File: config.mk
export PLATFORM = sky130hd
export DESIGN_NAME = tod_calendar
export DESIGN_NICKNAME = d
export VERILOG_FILES = /design/src/rtl/tod_pkg.sv /design/src/rtl/tod_codec.sv /design/src/rtl/tod_counter.sv /design/src/rtl/tod_regbank.sv /design/src/rtl/tod_calendar.sv
export SDC_FILE = /design/constraint.sdc
export NUM_CORES = 1
export LEC_CHECK = 0
export BUFFER_PORTS_ARGS = -buffer_cell sky130_fd_sc_hd__buf_2
export CAP_MARGIN = 20
export CORE_ASPECT_RATIO = 0.9
export CORE_MARGIN = 2
export CORE_UTILIZATION = 35
export CTS_CLUSTER_DIAMETER = 120
export CTS_CLUSTER_SIZE = 10
export DETAILED_ROUTE_END_ITERATION = 10
export PLACE_DENSITY = 0.48
export SLEW_MARGIN = 15
export SYNTH_ARGS = -nofsm -noshare
export SYNTH_HDL_FRONTEND = slang
export SYNTH_HIERARCHICAL = 1
export SYNTH_SLANG_ARGS = --single-unit
File: constraint.sdc
create_clock -name clk -period 12.6 [get_ports clk]
set_clock_uncertainty 0.05 [all_clocks]
set_input_delay 0.63 -clock clk [delete_from_list [all_inputs] [get_ports clk]]
set_output_delay 0.63 -clock clk [all_outputs]
set_load 0.1 [all_outputs]
File: src/rtl/tod_pkg.sv
package tod_pkg;

  localparam int FIELD_W    = 8;
  localparam int NUM_FIELDS = 7;
  localparam int SEL_W      = $clog2(NUM_FIELDS + 1);

  localparam int F_SEC   = 0;
  localparam int F_MIN   = 1;
  localparam int F_HOUR  = 2;
  localparam int F_WDAY  = 3;
  localparam int F_MDAY  = 4;
  localparam int F_MONTH = 5;
  localparam int F_YEAR  = 6;

  localparam logic [2:0] OSC_RUN = 3'b010;

  typedef logic [FIELD_W-1:0] fld_t;
  typedef logic [NUM_FIELDS-1:0][FIELD_W-1:0] fvec_t;

  // year, month, mday, wday, hour, min, sec
  localparam fvec_t CNT_RESET = {8'd0, 8'd1, 8'd1, 8'd1, 8'd0, 8'd0, 8'd0};

  function automatic fld_t to_bcd(input fld_t v);
    fld_t tens;
    fld_t units;
    tens  = v / 8'd10;
    units = v % 8'd10;
    return {tens[3:0], units[3:0]};
  endfunction

  function automatic fld_t from_bcd(input fld_t d);
    fld_t hi;
    hi = {4'd0, d[7:4]};
    return hi * 8'd10 + {4'd0, d[3:0]};
  endfunction

  function automatic fld_t enc_field(input fld_t v, input logic bin);
    return bin ? v : to_bcd(v);
  endfunction

  function automatic fld_t dec_field(input fld_t d, input logic bin);
    return bin ? d : from_bcd(d);
  endfunction

  function automatic fld_t enc_hour(input fld_t h, input logic bin, input logic h24);
    fld_t r;
    if (h24) begin
      r = enc_field(h, bin);
    end else begin
      r    = enc_field(h % 8'd12, bin);
      r[7] = (h >= 8'd12);
    end
    return r;
  endfunction

  function automatic fld_t dec_hour(input fld_t d, input logic bin, input logic h24);
    fld_t v;
    v = dec_field({1'b0, d[6:0]}, bin);
    if (!h24 && d[7]) v = v + 8'd12;
    return v;
  endfunction

  function automatic logic is_leap(input fld_t yy, input int base);
    int full;
    full = base + int'(yy);
    return ((full % 4) == 0) && (((full % 100) != 0) || ((full % 400) == 0));
  endfunction

  function automatic fld_t days_in(input fld_t mon, input fld_t yy, input int base);
    case (mon)
      8'd2:                    return is_leap(yy, base) ? 8'd29 : 8'd28;
      8'd4, 8'd6, 8'd9, 8'd11: return 8'd30;
      default:                 return 8'd31;
    endcase
  endfunction

endpackage

File: src/rtl/tod_codec.sv
// Converts between binary counter values and the visible field encoding.
module tod_codec
  import tod_pkg::*;
(
  input  fvec_t            cnt_vec,
  input  fvec_t            reg_vec,
  input  logic [SEL_W-1:0] wr_sel,
  input  fld_t             wr_data,
  input  logic             bin_mode,
  input  logic             h24_mode,
  output fvec_t            enc_vec,
  output fvec_t            dec_vec,
  output fld_t             wr_dec
);

  for (genvar gi = 0; gi < NUM_FIELDS; gi++) begin : g_fld
    if (gi == F_HOUR) begin : g_hr
      assign enc_vec[gi] = enc_hour(cnt_vec[gi], bin_mode, h24_mode);
      assign dec_vec[gi] = dec_hour(reg_vec[gi], bin_mode, h24_mode);
    end else begin : g_pl
      assign enc_vec[gi] = enc_field(cnt_vec[gi], bin_mode);
      assign dec_vec[gi] = dec_field(reg_vec[gi], bin_mode);
    end
  end

  // A single write is decoded on its own so it can load the counter directly.
  assign wr_dec = (wr_sel == SEL_W'(F_HOUR)) ? dec_hour(wr_data, bin_mode, h24_mode)
                                             : dec_field(wr_data, bin_mode);

endmodule

File: src/rtl/tod_counter.sv
// Binary time/date counter with full carry chain.
module tod_counter
  import tod_pkg::*;
#(
  parameter int BASE_YEAR = 2000
)(
  input  logic             clk,
  input  logic             rst_n,
  input  logic             adv,
  input  logic             load_all,
  input  fvec_t            load_vec,
  input  logic             load_one,
  input  logic [SEL_W-1:0] load_sel,
  input  fld_t             load_val,
  output fvec_t            cnt_q
);

  fld_t  s_n, m_n, h_n, wd_n, md_n, mo_n, y_n, mlen;
  fvec_t adv_vec;

  always_comb begin
    mlen = days_in(cnt_q[F_MONTH], cnt_q[F_YEAR], BASE_YEAR);
    s_n  = cnt_q[F_SEC] + 8'd1;
    m_n  = cnt_q[F_MIN];
    h_n  = cnt_q[F_HOUR];
    wd_n = cnt_q[F_WDAY];
    md_n = cnt_q[F_MDAY];
    mo_n = cnt_q[F_MONTH];
    y_n  = cnt_q[F_YEAR];
    if (s_n >= 8'd60) begin
      s_n = 8'd0;
      m_n = m_n + 8'd1;
      if (m_n >= 8'd60) begin
        m_n = 8'd0;
        h_n = h_n + 8'd1;
        if (h_n >= 8'd24) begin
          h_n  = 8'd0;
          wd_n = wd_n + 8'd1;
          if (wd_n > 8'd7 || wd_n == 8'd0) wd_n = 8'd1;
          md_n = md_n + 8'd1;
          if (md_n == 8'd0) begin
            md_n = 8'd1;
          end else if (md_n > mlen) begin
            md_n = 8'd1;
            mo_n = mo_n + 8'd1;
            if (mo_n > 8'd12 || mo_n == 8'd0) begin
              mo_n = 8'd1;
              y_n  = y_n + 8'd1;
              if (y_n >= 8'd100) y_n = 8'd0;
            end
          end
        end
      end
    end
    adv_vec = {y_n, mo_n, md_n, wd_n, h_n, m_n, s_n};
  end

  always_ff @(posedge clk or negedge rst_n) begin
    if (!rst_n) begin
      cnt_q <= CNT_RESET;
    end else if (load_all) begin
      cnt_q <= load_vec;
    end else if (load_one) begin
      for (int i = 0; i < NUM_FIELDS; i++) begin
        if (load_sel == SEL_W'(i)) cnt_q[i] <= load_val;
      end
    end else if (adv) begin
      cnt_q <= adv_vec;
    end
  end

endmodule

File: src/rtl/tod_regbank.sv
// Visible field registers: writes take priority over refresh from the counter.
module tod_regbank
  import tod_pkg::*;
(
  input  logic             clk,
  input  logic             rst_n,
  input  logic             wr_en,
  input  logic [SEL_W-1:0] wr_sel,
  input  fld_t             wr_data,
  input  logic             refresh,
  input  fvec_t            fresh_vec,
  output fvec_t            reg_q
);

  for (genvar gi = 0; gi < NUM_FIELDS; gi++) begin : g_reg
    always_ff @(posedge clk or negedge rst_n) begin
      if (!rst_n) begin
        reg_q[gi] <= CNT_RESET[gi];
      end else if (wr_en && wr_sel == SEL_W'(gi)) begin
        reg_q[gi] <= wr_data;
      end else if (refresh) begin
        reg_q[gi] <= fresh_vec[gi];
      end
    end
  end

endmodule

File: src/rtl/tod_calendar.sv
module tod_calendar
  import tod_pkg::*;
#(
  parameter int BASE_YEAR = 2000
)(
  input  logic               clk,
  input  logic               rst_n,
  input  logic               sec_tick,
  input  logic [2:0]         osc_mode,
  input  logic               hold_set,
  input  logic               bin_mode,
  input  logic               h24_mode,
  input  logic               wr_valid,
  output logic               wr_ready,
  input  logic [SEL_W-1:0]   wr_sel,
  input  logic [FIELD_W-1:0] wr_data,
  output logic [FIELD_W-1:0] sec_o,
  output logic [FIELD_W-1:0] min_o,
  output logic [FIELD_W-1:0] hour_o,
  output logic [FIELD_W-1:0] wday_o,
  output logic [FIELD_W-1:0] mday_o,
  output logic [FIELD_W-1:0] month_o,
  output logic [FIELD_W-1:0] year_o
);

  logic  set_q;
  logic  wr_fire, load_one, load_all, adv, refresh;
  fvec_t cnt_vec, reg_vec, enc_vec, dec_vec;
  fld_t  wr_dec;

  always_ff @(posedge clk or negedge rst_n) begin
    if (!rst_n) set_q <= 1'b0;
    else        set_q <= hold_set;
  end

  assign wr_ready = 1'b1;
  assign wr_fire  = wr_valid && (wr_sel < SEL_W'(NUM_FIELDS));
  assign load_all = set_q && !hold_set;
  assign load_one = wr_fire && !hold_set && !load_all;
  assign adv      = sec_tick && (osc_mode == OSC_RUN) && !load_one && !load_all;
  assign refresh  = !hold_set && !set_q;

  tod_codec u_codec (
    .cnt_vec  (cnt_vec),
    .reg_vec  (reg_vec),
    .wr_sel   (wr_sel),
    .wr_data  (wr_data),
    .bin_mode (bin_mode),
    .h24_mode (h24_mode),
    .enc_vec  (enc_vec),
    .dec_vec  (dec_vec),
    .wr_dec   (wr_dec)
  );

  tod_counter #(.BASE_YEAR(BASE_YEAR)) u_cnt (
    .clk      (clk),
    .rst_n    (rst_n),
    .adv      (adv),
    .load_all (load_all),
    .load_vec (dec_vec),
    .load_one (load_one),
    .load_sel (wr_sel),
    .load_val (wr_dec),
    .cnt_q    (cnt_vec)
  );

  tod_regbank u_regs (
    .clk       (clk),
    .rst_n     (rst_n),
    .wr_en     (wr_fire),
    .wr_sel    (wr_sel),
    .wr_data   (wr_data),
    .refresh   (refresh),
    .fresh_vec (enc_vec),
    .reg_q     (reg_vec)
  );

  assign sec_o   = reg_vec[F_SEC];
  assign min_o   = reg_vec[F_MIN];
  assign hour_o  = reg_vec[F_HOUR];
  assign wday_o  = reg_vec[F_WDAY];
  assign mday_o  = reg_vec[F_MDAY];
  assign month_o = reg_vec[F_MONTH];
  assign year_o  = reg_vec[F_YEAR];

endmodule

==> run_results.csv <==
group,metric,value,unit
synth,syn_inst,2029,
worst_setup_path,worst_path_dominant_cell_family,"compound AO/OA/AOI/OAI gates",
route,avgViaCountPerCell,5.82,
timing,min_period_over_period,58.1,%
worst_setup_path,reg2reg_slack,5.28,ns
flow_run,maxCapViolations,0,
synth,synth-main-ff-cell,"dfrtp_1",
synth,synth_top_area_share,17.0,%
worst_setup_path,start_kind,"flop",
synth,synthTopCellsByArea,"dfrtp_1, mux2_2, ha_1",
route,ant_nets,0,
grt,antenna_found_initial,3,
worst_setup_path,reg2reg_from,"u_cnt/cnt_q[53]",
worst_setup_path,path_class,"reg -> reg",
place,dp_hpwl,35000,µm
finish,final_cell_area,17000,µm²
grt,track_usage,21.5,%
finish,areaGrowthSynthToFinish,8.20,%
worst_setup_path,cp_slowest_cell,"dfrtp_1",
floorplanning,start_util,35.6,%
synth,synth.distinct_cells,112,
worst_setup_path,crit_buf_inv,1,
synth,synth_nets,2156,
grt,use_met3,2.85,%
grt,met1_usage,31.4,%
synth,synth_most_common_cell,"nand2_1",
floorplanning,dieHeight,205,µm
cts,clk_pin_slew,0.06,ns
grt,grt_pass1_vias,14000,
synth,async_reset_ff_share,100,%
timing,drv_slew,0,
synth,synth_commonest_cells,"nand2_1, nor2_1, o21ai_0, a21oi_1, mux2_2",
route,detail_route.iter0.violations,1179,
timing,fin_crit,7.32,ns
worst_setup_path,crit_chain,"ha_1, or3_4, clkinv_4, ha_1, nor2b_1, a21oi_4, o221a_2, nor3_4, o21ai_0, o311ai_1, o211ai_1, and2_1, o32a_2, mux2i_1, o31a_1, ha_1, nand2_1, nand2_1, o32a_1, a21oi_1, nand3_1, a2111oi_0, a21oi_1",
timing,clock.fmax,0.137,GHz
cts,hold_buffers,0,
floorplanning,fp.dieW,227,µm
floorplanning,num_rows,73,
grt,grt_pass1_wl,79100,µm
worst_setup_path,cp_max_fo,26,
route,wl_per_cell,19.3,µm
timing,maxSlewHeadroom,29.3,%
cts,numClockSinks,113,
timing,hold_violations,0,
grt,grt-busiest-layer,"met2",
worst_setup_path,crit_path_end_kind,"flop",
floorplanning,core,44200,µm²
cts,cts_tree,"built",
timing,worst_slew_pin_slew,1.05,ns
place,port_buffers,76,
timing,fin_setup_tns,0,ns
grt,overflow,0,
route,routed_wl,50400,µm
outcome,outcome,"completed",
synth,ys.warnings.count,6,
worst_setup_path,arrival,7.56,ns
route,drt_pass1_iterations,6,
cts,cts_resized,0,
finish,nets,2123,
cts,post_cts.repair.setup_buffers,0,
synth,synth_top_area_cell,"dfrtp_1",
cts,clkLatencyLatePin,0.43,ns
worst_setup_path,critPathLaunch,"u_cnt/cnt_q[53]",
route,via_count,15200,
grt,met2_usage,33.6,%
timing,rsz0062_at_grt,"false",
cts,clock-root-buffer,"clkbuf_16",
cts,cts_inserted_buffers,17,
route,drc,0,
worst_setup_path,cpMostUsedCell,"ha_1",
finish,fillers,4624,
cts,clockBufferDepth,2,
synth,yosysSeqAreaShare,18.0,%
synth,syn_area_per_cell,7.75,µm²
place,dpl_cell_area,16300,µm²
synth,synth_edf_count,0,
worst_setup_path,required,12.84,ns
finish,drive_above_1_share,15.5,%
floorplanning,dieArea,46600,µm²
grt,grt_max_degree,77,
cts,htreeDepth,4,
hold_path,min_path_type,"in -> async",
synth,netlist_area,15700,µm²
worst_setup_path,slowest_delay,0.84,ns
timing,finalSetupViolCount,0,
synth,ys_ff_latch,113,
place,gp_congestion,0.865,
floorplanning,io_pins,78,
==> cell usage in the layout (no fill, tap or decap), types with 9 or more instances in the layout <==
| master | count |
|---|---|
| a21boi_0 | 12 |
| nand3b_1 | 15 |
| dfrtp_1 | 107 |
| nor3b_1 | 15 |
| nand2_1 | 185 |
| ha_1 | 91 |
| clkbuf_16 | 17 |
| a21oi_1 | 158 |
| nand3_1 | 38 |
| xor2_1 | 42 |
| nor2b_1 | 54 |
| buf_2 | 74 |
| mux2_1 | 20 |
| mux2_4 | 9 |
| nor3_1 | 43 |
| a211oi_1 | 26 |
| inv_1 | 74 |
| and3_1 | 18 |
| a31oi_1 | 26 |
| o211ai_1 | 24 |
| o32ai_1 | 10 |
| a22o_1 | 10 |
| o22ai_1 | 18 |
| o21ai_0 | 162 |
| and2_1 | 16 |
| a2111oi_0 | 14 |
| nor4_1 | 12 |
| a211o_1 | 9 |
| a221oi_1 | 9 |
| o31ai_1 | 20 |
| fa_1 | 15 |
| or3_1 | 16 |
| o21a_1 | 11 |
| mux2i_1 | 26 |
| nand2b_1 | 43 |
| nor2_1 | 164 |
| buf_4 | 19 |
| a21o_1 | 18 |
| mux2_2 | 112 |
| xnor2_1 | 49 |
==> registers in the layout (all words and copies together) (netlist names) <==
| name | count |
|---|---|
| set_q | 1 |
| u_cnt/cnt_q | 56 |
| u_regs/reg_q | 56 |
==> worst paths after layout <==
check	to	cells after the start
min in group clk	set_q	1
max in group asynchronous	u_cnt/cnt_q[6]	2
worst max register to register	u_cnt/cnt_q[48]	23
worst min-delay path	u_regs/reg_q[46]	1
worst max-delay path	u_cnt/cnt_q[48]	23
worst min register to register	u_cnt/cnt_q[23]	2
==> cell families after synthesis <==
group	count (synthesis)	share of synthesized area [%]
other	1	0.0239
flip-flops	113	18.0
AO/OA/AOI/OAI	637	27.0
adder cells (fa/ha/maj)	110	9.41
buffers and inverters	227	6.19
XOR/XNOR	91	5.07
multiplexers	167	12.0
AND/OR/NAND/NOR	683	22.3
==> per-stage QoR <==
step	hold slack (ns)	worst slack, ns	utilization [%]	std cells
after floorplan	0.284	6.72	-	2029
after global placement	0.504	5.26	36.9	2574
after detailed placement	0.516	5.15	36.9	2574
after CTS	0.158	5.12	38.4	2606
after global routing	0.177	4.68	38.5	2609
final	0.147	5.28	38.5	2612
==> layer usage <==
| metal | up-vias | wire length (µm) |
|---|---|---|
| met4 | 0 | 648 |
| met2 | 361 | 22600 |
| met1 | 7392 | 24900 |
| met3 | 41 | 2300 |
| li1 | 7402 | - |
| met5 | - | 0 |
==> final cells by class <==
cell class	count	area (µm²)	area share (%)
diodes	3	7.51	0.0441
well taps	600	751	4.41
flip-flops and latches	113	2840	16.7
inverters	80	308	1.81
multi-input cells	1689	11900	70.1
clock inverters	11	183	1.07
repair buffers	95	528	3.10
clock buffers	21	470	2.77
Power is not shown: default switching activity piles up to over one toggle a cycle in this logic, so the estimate is an artifact.
